**config.mk**
```make
export PLATFORM = sky130hd
export DESIGN_NAME = dec_slot_steer
export DESIGN_NICKNAME = d
export VERILOG_FILES = /design/src/rtl/dec_slot_pkg.sv /design/src/rtl/dec_fuse_detect.sv /design/src/rtl/dec_slot_alloc.sv /design/src/rtl/dec_out_stage.sv /design/src/rtl/dec_slot_steer.sv
export SDC_FILE = /design/constraint.sdc
export NUM_CORES = 1
export LEC_CHECK = 0
export BUFFER_PORTS_ARGS = -buffer_cell sky130_fd_sc_hd__buf_2
export CAP_MARGIN = 0
export CORE_AREA = 2 2 70 89
export DETAILED_ROUTE_END_ITERATION = 10
export DIE_AREA = 0 0 72 91
export GPL_TIMING_DRIVEN = 0
export PLACE_DENSITY = 0.73
export SLEW_MARGIN = 20
export SYNTH_ARGS = -nofsm -noshare
export SYNTH_HDL_FRONTEND = slang
export SYNTH_SLANG_ARGS = --single-unit
```
**constraint.sdc**
```tcl
create_clock -name clk -period 18.4 [get_ports clk]
set_clock_uncertainty 0.2 [all_clocks]
set_input_delay 3.68 -clock clk [delete_from_list [all_inputs] [get_ports clk]]
set_output_delay 3.68 -clock clk [all_outputs]
set_load 0.01 [all_outputs]
```
**src/rtl/dec_slot_pkg.sv**
```systemverilog
package dec_slot_pkg;
  typedef enum logic [1:0] {
    CLS_PLAIN = 2'd0,
    CLS_CMP   = 2'd1,
    CLS_JCC   = 2'd2,
    CLS_OTHER = 2'd3
  } insn_cls_t;
endpackage

```
**src/rtl/dec_fuse_detect.sv**
```systemverilog
module dec_fuse_detect #(
  parameter int WIN = 6,
  parameter int UW  = 3
) (
  input  logic [WIN-1:0] vld,
  input  logic [UW-1:0]  uops [WIN],
  input  logic [1:0]     cls  [WIN],
  output logic [WIN-1:0] pair_head
);
  import dec_slot_pkg::*;
  localparam logic [UW-1:0] ONE_U = UW'(1);

  // a pair needs both halves present in the same window
  for (genvar i = 0; i < WIN - 1; i++) begin : g_pair
    assign pair_head[i] = vld[i] && vld[i+1] &&
                          (insn_cls_t'(cls[i]) == CLS_CMP) && (uops[i] == ONE_U) &&
                          (insn_cls_t'(cls[i+1]) == CLS_JCC) && (uops[i+1] == ONE_U);
  end
  assign pair_head[WIN-1] = 1'b0;
endmodule

```
**src/rtl/dec_slot_alloc.sv**
```systemverilog
module dec_slot_alloc #(
  parameter int WIN      = 6,
  parameter int UW       = 3,
  parameter int SLOTS    = 4,
  parameter int CPLX_MAX = 4,
  localparam int PW      = $clog2(WIN)
) (
  input  logic [WIN-1:0]   vld,
  input  logic [UW-1:0]    uops [WIN],
  input  logic [WIN-1:0]   pair_head,
  output logic [SLOTS-1:0] s_vld,
  output logic [PW-1:0]    s_pos  [SLOTS],
  output logic [UW-1:0]    s_uops [SLOTS],
  output logic [SLOTS-1:0] s_fused,
  output logic             escape,
  output logic [PW:0]      used
);
  localparam logic [UW-1:0] ONE_U  = UW'(1);
  localparam logic [UW-1:0] CPLX_U = UW'(CPLX_MAX);
  localparam logic [PW:0]   WIN_P  = (PW+1)'(WIN);
  localparam logic [PW:0]   STEP1  = (PW+1)'(1);
  localparam logic [PW:0]   STEP2  = (PW+1)'(2);

  logic [PW:0]   ptr;
  logic          halt;
  logic          take;
  logic          fz;
  logic [UW-1:0] cnt;

  always_comb begin
    ptr     = '0;
    halt    = 1'b0;
    s_vld   = '0;
    s_fused = '0;
    escape  = 1'b0;
    take    = 1'b0;
    fz      = 1'b0;
    cnt     = '0;
    for (int s = 0; s < SLOTS; s++) begin
      s_pos[s]  = '0;
      s_uops[s] = '0;
    end
    for (int s = 0; s < SLOTS; s++) begin
      take = 1'b0;
      fz   = 1'b0;
      cnt  = '0;
      if (!halt && (ptr < WIN_P) && vld[ptr[PW-1:0]]) begin
        fz  = pair_head[ptr[PW-1:0]];
        cnt = fz ? ONE_U : uops[ptr[PW-1:0]];
        if (s == 0) begin
          take = 1'b1;
          if (cnt > CPLX_U) begin
            escape = 1'b1;
            halt   = 1'b1;
          end
        end else if (cnt == ONE_U) begin
          take = 1'b1;
        end else begin
          halt = 1'b1;
        end
      end else begin
        halt = 1'b1;
      end
      if (take) begin
        s_vld[s]   = 1'b1;
        s_pos[s]   = ptr[PW-1:0];
        s_uops[s]  = cnt;
        s_fused[s] = fz;
        ptr        = fz ? (ptr + STEP2) : (ptr + STEP1);
      end
    end
    used = ptr;
  end
endmodule

```
**src/rtl/dec_out_stage.sv**
```systemverilog
module dec_out_stage #(
  parameter int BW = 8
) (
  input  logic          clk,
  input  logic          rst_n,
  input  logic          load,
  input  logic          ready,
  input  logic [BW-1:0] din,
  output logic          valid,
  output logic [BW-1:0] dout
);
  always_ff @(posedge clk or negedge rst_n) begin
    if (!rst_n) begin
      valid <= 1'b0;
      dout  <= '0;
    end else if (load) begin
      valid <= 1'b1;
      dout  <= din;
    end else if (ready) begin
      valid <= 1'b0;
    end
  end


  stall_hold_chk: assert property (@(posedge clk) disable iff (!rst_n)
    (valid && !ready) |=> (valid && $stable(dout)));
endmodule

```
**src/rtl/dec_slot_steer.sv**
```systemverilog
module dec_slot_steer #(
  parameter int WIN      = 6,
  parameter int UW       = 3,
  parameter int SLOTS    = 4,
  parameter int CPLX_MAX = 4,
  localparam int PW      = $clog2(WIN)
) (
  input  logic                clk,
  input  logic                rst_n,
  input  logic [WIN-1:0]      win_vld,
  input  logic [WIN*UW-1:0]   win_uops,
  input  logic [WIN*2-1:0]    win_cls,
  output logic [PW:0]         take_cnt,
  output logic                out_valid,
  input  logic                out_ready,
  output logic [SLOTS-1:0]    out_slot_vld,
  output logic [SLOTS*PW-1:0] out_slot_pos,
  output logic [SLOTS*UW-1:0] out_slot_uops,
  output logic [SLOTS-1:0]    out_slot_fused,
  output logic                out_escape
);
  localparam int BW = 2*SLOTS + SLOTS*PW + SLOTS*UW + 1;
  localparam logic [UW-1:0] CPLX_U = UW'(CPLX_MAX);
  localparam logic [UW-1:0] ONE_U  = UW'(1);

  logic [UW-1:0]    uops_a [WIN];
  logic [1:0]       cls_a  [WIN];
  logic [WIN-1:0]   pair_head;
  logic [SLOTS-1:0] s_vld;
  logic [PW-1:0]    s_pos  [SLOTS];
  logic [UW-1:0]    s_uops [SLOTS];
  logic [SLOTS-1:0] s_fused;
  logic             escape;
  logic [PW:0]      used;
  logic [SLOTS*PW-1:0] pos_flat;
  logic [SLOTS*UW-1:0] uops_flat;
  logic             reg_free;
  logic             load;
  logic [BW-1:0]    bundle_in;
  logic [BW-1:0]    bundle_out;

  for (genvar i = 0; i < WIN; i++) begin : g_unpack
    assign uops_a[i] = win_uops[i*UW +: UW];
    assign cls_a[i]  = win_cls[i*2 +: 2];
  end

  dec_fuse_detect #(.WIN(WIN), .UW(UW)) fuse_i (
    .vld(win_vld), .uops(uops_a), .cls(cls_a), .pair_head(pair_head)
  );

  dec_slot_alloc #(.WIN(WIN), .UW(UW), .SLOTS(SLOTS), .CPLX_MAX(CPLX_MAX)) alloc_i (
    .vld(win_vld), .uops(uops_a), .pair_head(pair_head),
    .s_vld(s_vld), .s_pos(s_pos), .s_uops(s_uops), .s_fused(s_fused),
    .escape(escape), .used(used)
  );

  for (genvar s = 0; s < SLOTS; s++) begin : g_pack
    assign pos_flat[s*PW +: PW]  = s_pos[s];
    assign uops_flat[s*UW +: UW] = s_uops[s];
  end

  // consume only when the output register can take a new beat
  assign reg_free  = !out_valid || out_ready;
  assign load      = rst_n && reg_free && s_vld[0];
  assign take_cnt  = load ? used : '0;
  assign bundle_in = {escape, s_fused, uops_flat, pos_flat, s_vld};

  dec_out_stage #(.BW(BW)) out_i (
    .clk(clk), .rst_n(rst_n), .load(load), .ready(out_ready),
    .din(bundle_in), .valid(out_valid), .dout(bundle_out)
  );

  assign {out_escape, out_slot_fused, out_slot_uops, out_slot_pos, out_slot_vld} = bundle_out;


  no_take_on_stall_chk: assert property (@(posedge clk) disable iff (!rst_n)
    (out_valid && !out_ready) |-> (take_cnt == '0));


  escape_alone_chk: assert property (@(posedge clk) disable iff (!rst_n)
    (out_valid && out_escape) |-> ((out_slot_vld == SLOTS'(1)) && (out_slot_uops[UW-1:0] > CPLX_U)));


  head_slot_chk: assert property (@(posedge clk) disable iff (!rst_n)
    out_valid |-> out_slot_vld[0]);

  for (genvar s = 1; s < SLOTS; s++) begin : g_slot_chk

    simple_slot_chk: assert property (@(posedge clk) disable iff (!rst_n)
      (out_valid && out_slot_vld[s]) |-> (out_slot_uops[s*UW +: UW] == ONE_U));

    slot_order_chk: assert property (@(posedge clk) disable iff (!rst_n)
      (out_valid && out_slot_vld[s]) |->
        (out_slot_vld[s-1] && (out_slot_pos[s*PW +: PW] > out_slot_pos[(s-1)*PW +: PW])));
  end

  for (genvar i = 1; i < WIN; i++) begin : g_win_chk

    win_contig_chk: assert property (@(posedge clk) disable iff (!rst_n)
      win_vld[i] |-> win_vld[i-1]);
  end
endmodule

```
Word level (Yosys, flattened, before mapping):

Cells that the tools add are included.

* register bits after elaboration: 31
* logic and storage cells: 152

* mux-type cells: 73
* eq/ne operators: 19
* $add $sub $neg: 6
* magnitude comparators: 10
* reductions and logical operators: 39
* bitwise operators: 3

Operators with widths (count)
* 2-to-1 mux 3 bit: 21
* 2-to-1 mux 1 bit: 34
* logical AND 1 bit: 33
* 2-to-1 mux 4 bit: 8
* binary-select mux 3 bit (select 3 bit): 3
* == test 3 x 1 -> 1 bit (second input constant): 9
* binary-select mux 1 bit (select 3 bit): 6
* adder 4 x 1 -> 4 bit (second input constant): 3
* adder 4 x 2 -> 4 bit (second input constant): 3
* >= comparator 4 bit (second input constant): 3
* less-than comparator 3 x 4 -> 1 bit (second input constant): 3
* less-than comparator 4 x 3 -> 1 bit (second input constant): 3
* inverter 3 -> 4 bit: 3
* == test 2 x 1 -> 1 bit (second input constant): 5
* == test 2 bit (second input constant): 5
* logical NOT 1 bit: 4
* > comparator 3 bit (second input constant): 1
* 2-to-1 mux 2 bit: 1
* nonzero test 2 bit: 1
* logical OR 1 bit: 1

Depth between registers and ports, before layout:

* word-level depth: 36
* gate-level depth with buffers: 22

Cells and area by module:

A second synthesis with hierarchy kept.

* cells, all modules: 328
* area, all modules: 3188.1 µm²

Modules (own cells, without submodules)
* dec_slot_alloc: area an instance 1535.2 µm², cells an instance 231, instances 1, sequential area each 0.0 µm²
* dec_out_stage: area an instance 1413.9 µm², cells an instance 73, instances 1, sequential area each 850.8 µm²
* dec_fuse_detect: area an instance 180.2 µm², cells an instance 18, instances 1, sequential area each 0.0 µm²
* dec_slot_steer: area an instance 58.8 µm², cells an instance 6, instances 1, sequential area each 0.0 µm²

Worst setup path after synthesis:

Ideal clock, no wire load.

* kind: input port to output port
* start: in win_cls[2]
* end: out take_cnt[3]
* data required time: 14520 ps
* stages on the path: 20
* buffers on the path: 4
* arrival: 8232 ps
* slack: 6288 ps
* path through: or4b_4 -> or3_1 -> buf_2 -> clkbuf_1 -> and2_1 -> ha_1 -> o211ai_2 -> inv_2 -> buf_6 -> ha_1 -> nand2b_1 -> o31a_1 -> o41ai_2 -> and2_1 -> buf_4 -> inv_2 -> a2111oi_2 -> o21ai_1 -> a211o_1 -> a211oi_2

* cells in the longest elaborated chain, start to end: 34
* elaborated cells between the ends (all ways): 83
* those cells by class: 6 x add/sub; 4 x order compare; 5 x eq/ne; 50 x mux; 3 x bitwise; 15 x reduce/logical

RTL lines
* start, declared: line dec_slot_steer.sv:12 `input logic [WIN*2-1:0] win_cls,`
* == test 2 bit: line dec_fuse_detect.sv:17 `(insn_cls_t'(cls[i+1]) == CLS_JCC) && (uops[i+1] == ONE_U);`
* logical AND 1 bit: line dec_fuse_detect.sv:16 `(insn_cls_t'(cls[i]) == CLS_CMP) && (uops[i] == ONE_U) &&`
* logical AND 1 bit: line dec_fuse_detect.sv:17
* 2-to-1 mux 1 bit: line dec_slot_alloc.sv:47 `if (!halt && (ptr < WIN_P) && vld[ptr[PW-1:0]]) begin`
* 2-to-1 mux 2 bit: line dec_slot_alloc.sv:69 `ptr = fz ? (ptr + STEP2) : (ptr + STEP1);`
* 2-to-1 mux 4 bit: line dec_slot_alloc.sv:64 `if (take) begin`
* inverter 3 -> 4 bit (implied by the code): line dec_slot_alloc.sv:49 `cnt = fz ? ONE_U : uops[ptr[PW-1:0]];`
* binary-select mux 3 bit (select 3 bit): line dec_slot_alloc.sv:49
* [... 17 more ...]
* binary-select mux 3 bit (select 3 bit): line dec_slot_alloc.sv:49
* 2-to-1 mux 3 bit (implied by the code) (2 in a row): line dec_slot_alloc.sv:49
* 2-to-1 mux 3 bit: line dec_slot_alloc.sv:49
* == test 3 x 1 -> 1 bit: line dec_slot_alloc.sv:56 `end else if (cnt == ONE_U) begin`
* 2-to-1 mux 1 bit: line dec_slot_alloc.sv:56
* 2-to-1 mux 1 bit: line dec_slot_alloc.sv:47
* 2-to-1 mux 4 bit *: line dec_slot_alloc.sv:64
* 2-to-1 mux 4 bit *: line dec_slot_steer.sv:65 `assign take_cnt = load ? used : '0;`
* end, declared: line dec_slot_steer.sv:13 `output logic [PW:0] take_cnt,`

Every way passes the cells marked *; elsewhere a longest branch is shown, timed or not. The select of a mux whose other input is x is not followed.

Final worst setup path:

Same ends and word-level chain as after synthesis.

==> results.py <==
metrics = {
    "grt": {
        "antenna_found_initial": 0,
        "grt_max_degree": 33,
        "globalRouteOverflowTotal": 0,
        "grt_pass1_wl_microns": 13900,
        "track_usage": 0.268,
        "grt_pass1_vias": 2957,
    },
    "sta": {
        "holdWs_ns": 0.275,
        "hold_viol": 0,
        "fin_tns_setup_ns": 0,
        "fmax_mhz": 76.5,
        "rsz0062_at_grt": "false",
        "slew_headroom": 0.385,
        "slew_violations": 0,
        "setup_viol": 0,
        "fin_crit_ns": 13.08,
        "period_share": 0.711,
        "tightest_slew_ns": 0.916,
    },
    "synth": {
        "ys_types": 75,
        "avgSynthCellArea_sq_um": 8.13,
        "ys_warn_count": 0,
        "synth-seq-cells": 30,
        "synth_edf_count": 0,
        "synth-seq-area-share": 0.282,
        "synth_top_flop_cell": "dfrtp_1",
        "synthMostInstantiatedCell": "nand2_1",
        "synthDominantCellAreaShare": 0.282,
        "synthCells": 327,
        "yosys.area.top_type": "dfrtp_1",
        "synthesis.area_sq_um": 2660,
        "synth_area_leaders": "dfrtp_1 (28%), nand2_1 (6.6%), o21ai_0 (3.4%), and2_1 (2.8%), nand3_1 (2.6%)",
        "ys_top_cells_by_count": "nand2_1 (47), dfrtp_1 (30), o21ai_0 (18)",
        "synthArstFlopShare": 1.00,
    },
    "drt": {
        "drt_iter0_markers": 188,
        "wl_per_cell_microns": 17.8,
        "route.detailed.drc": 0,
        "vias_per_cell": 6.22,
        "antenna_left": 0,
        "firstDrtPassIters": 4,
        "dr_total_vias": 2959,
        "wl_microns": 8500,
    },
    "worst_setup_path": {
        "crit_family": "compound AO/OA/AOI/OAI gates",
        "cp.arrival_ns": 9.20,
        "crit_type": "in2out",
        "worstPathMaxFanout": 11,
        "cp_cell_sequence": "buf_2, or4b_4, or3_1, buf_2, clkbuf_1, and2_1, ha_1, o211ai_2, inv_2, buf_6, ha_1, nor2_1, o311ai_0, o31a_1, o41ai_2, and2_1, buf_4, inv_2, a2111oi_2, o21ai_1, a211o_1, a211oi_2, buf_2",
        "max_stage_delay_ns": 0.60,
        "cp-end-kind": "output pin",
        "start_kind": "input pin",
        "crit_path_frequent_cell": "buf_2",
        "worstReg2RegEnd": "out_i.dout[15]$_DFFE_PN0P_",
        "reg2reg_from": "out_i.valid$_DFFE_PN0P_",
        "r2r_cells": 5,
        "path_buf_inv": 8,
        "worstPathRequired_ns": 14.52,
        "r2r_slack_ns": 16.57,
        "crit_slowest_cell": "o41ai_2",
    },
    "min_path": {
        "holdPathEnd": "out_i.dout[16]$_DFFE_PN0P_",
        "hold_path.class": "reg2reg",
        "hold_start": "out_i.dout[16]$_DFFE_PN0P_",
        "holdPathStages": 2,
    },
    "clock_tree": {
        "cts.repair.resized": 0,
        "post-cts-setup-buffer-count": 0,
        "clk_latency_ns": 0.28,
        "clock_path_buffers": 2,
        "cts_tree": "yes",
        "clk_pin_slew_ns": 0.06,
        "clock_sinks": 30,
        "cts_buffers": 5,
        "ctsRootBufferMaster": "clkbuf_8",
        "cts.hold.buffers_added": 0,
        "ctsHtreeMaxLevel": 2,
    },
    "place": {
        "gp_congestion": 1.01,
        "io_buffers": 72,
        "dp_hpwl_microns": 6850,
        "placed_area_sq_um": 3110,
    },
    "run_status": {
        "status": "complete, no violations",
    },
    "finish": {
        "area_delta_synth_final_pct": 20.7,
        "drive_above_1_share": 0.268,
        "final_util": 0.562,
        "layout.nets": 453,
        "n_fill_cell": 559,
        "antenna-diode-count": 0,
        "fin_area_sq_um": 3210,
    },
    "floorplan": {
        "die-area_sq_um": 6550,
        "start_util": 0.466,
        "core_area_sq_um": 5700,
        "io_pins": 77,
        "fp.dieH_microns": 91,
        "die_w_microns": 72,
        "fp-row-count": 31,
    },
    "job": {
        "drv_cap": 0,
    },
    "power": {
        "peakVddDrop_uv": 27.7,
        "p_leak_nw": 1.51,
        "power_density_nw_per_um2": 47.9,
    },
}
[cell usage in the layout (no fill, tap or decap), drive strengths merged, types with 6 or more instances in the layout]
cell    instances
a21oi           8
and2           12
buf            81
clkbuf         15
dfrtp          30
inv            11
mux2            6
nand2          47
nand2b          6
nand3          14
nor2           17
nor3            7
nor4            7
nor4bb          7
o21ai          22
o31ai           9
[where the power goes]
group          internal [mW]  total (mW)  switching, mW
Combinational         0.0115      0.0306         0.0191
Clock                 0.0300      0.0547         0.0247
Sequential            0.0676      0.0683       0.000762
Total                  0.109       0.154         0.0446
[per-stage QoR]
stage	power (mW)	setup WS (ns)	instances
after floorplan	0.0859	6.29	330
final	0.154	5.32	476
after CTS	0.154	5.36	476
after global placement	0.0995	5.39	468
after detailed placement	0.0999	5.39	468
after global routing	0.160	5.00	476
[logic make-up (layout without fill, tap and decap cells)]
logic type,count (synthesis),count (layout),synth area share
AND/OR/NAND/NOR,151,151,0.311
AO/OA/AOI/OAI,100,100,0.287
flip-flops,30,30,0.282
buffers and inverters,30,110,0.0532
multiplexers,8,8,0.0344
adder cells (fa/ha/maj),5,5,0.0235
XOR/XNOR,2,2,0.00659
other,1,4,0.00141
[cell type report]
| type | instances | area, sq um | share of cell area |
|---|---|---|---|
| Multi-Input combinational cell | 270 | 1780 | 0.554 |
| Sequential cell | 30 | 751 | 0.234 |
| Timing Repair Buffer | 72 | 360 | 0.112 |
| Buffer | 18 | 96.3 | 0.0300 |
| Clock buffer | 6 | 82.6 | 0.0258 |
| Tap cell | 66 | 82.6 | 0.0258 |
| Inverter | 12 | 45.0 | 0.0140 |
| Clock inverter | 2 | 12.5 | 0.00390 |
[worst max path at each step]
stage	cells after the start	startpoint	slack [ns]	end
after detailed placement	22	win_cls[2]	5.39	take_cnt[3]
after global routing	23	win_cls[2]	5.00	take_cnt[3]
after floorplan	20	win_cls[2]	6.29	take_cnt[3]
after global placement	22	win_uops[4]	5.39	take_cnt[3]
after CTS	22	win_cls[2]	5.36	take_cnt[3]
final	23	win_cls[2]	5.32	take_cnt[3]
[worst register-to-register path, cell delays in order (launching register included)]
cell and delay, ns:
dfrtp_1 0.33, nand2b_1 0.08, nand3_1 0.12, clkbuf_1 0.37
clkbuf_1 0.42, o21ai_0 0.16
[sequential cells by signal, summed over array words and instances (netlist names)]
name	count
out_i.dout	29
out_i.valid	1
[metal layers]
layer  up-vias  share of wire  track usage
li1       1407              -            -
met3        29          0.065       0.0366
met1      1385           0.42        0.325
met4         0          0.041        0.140
met2       138           0.47        0.451
met5         -              0            0
Note: power is estimated with default switching activity, not from simulation.
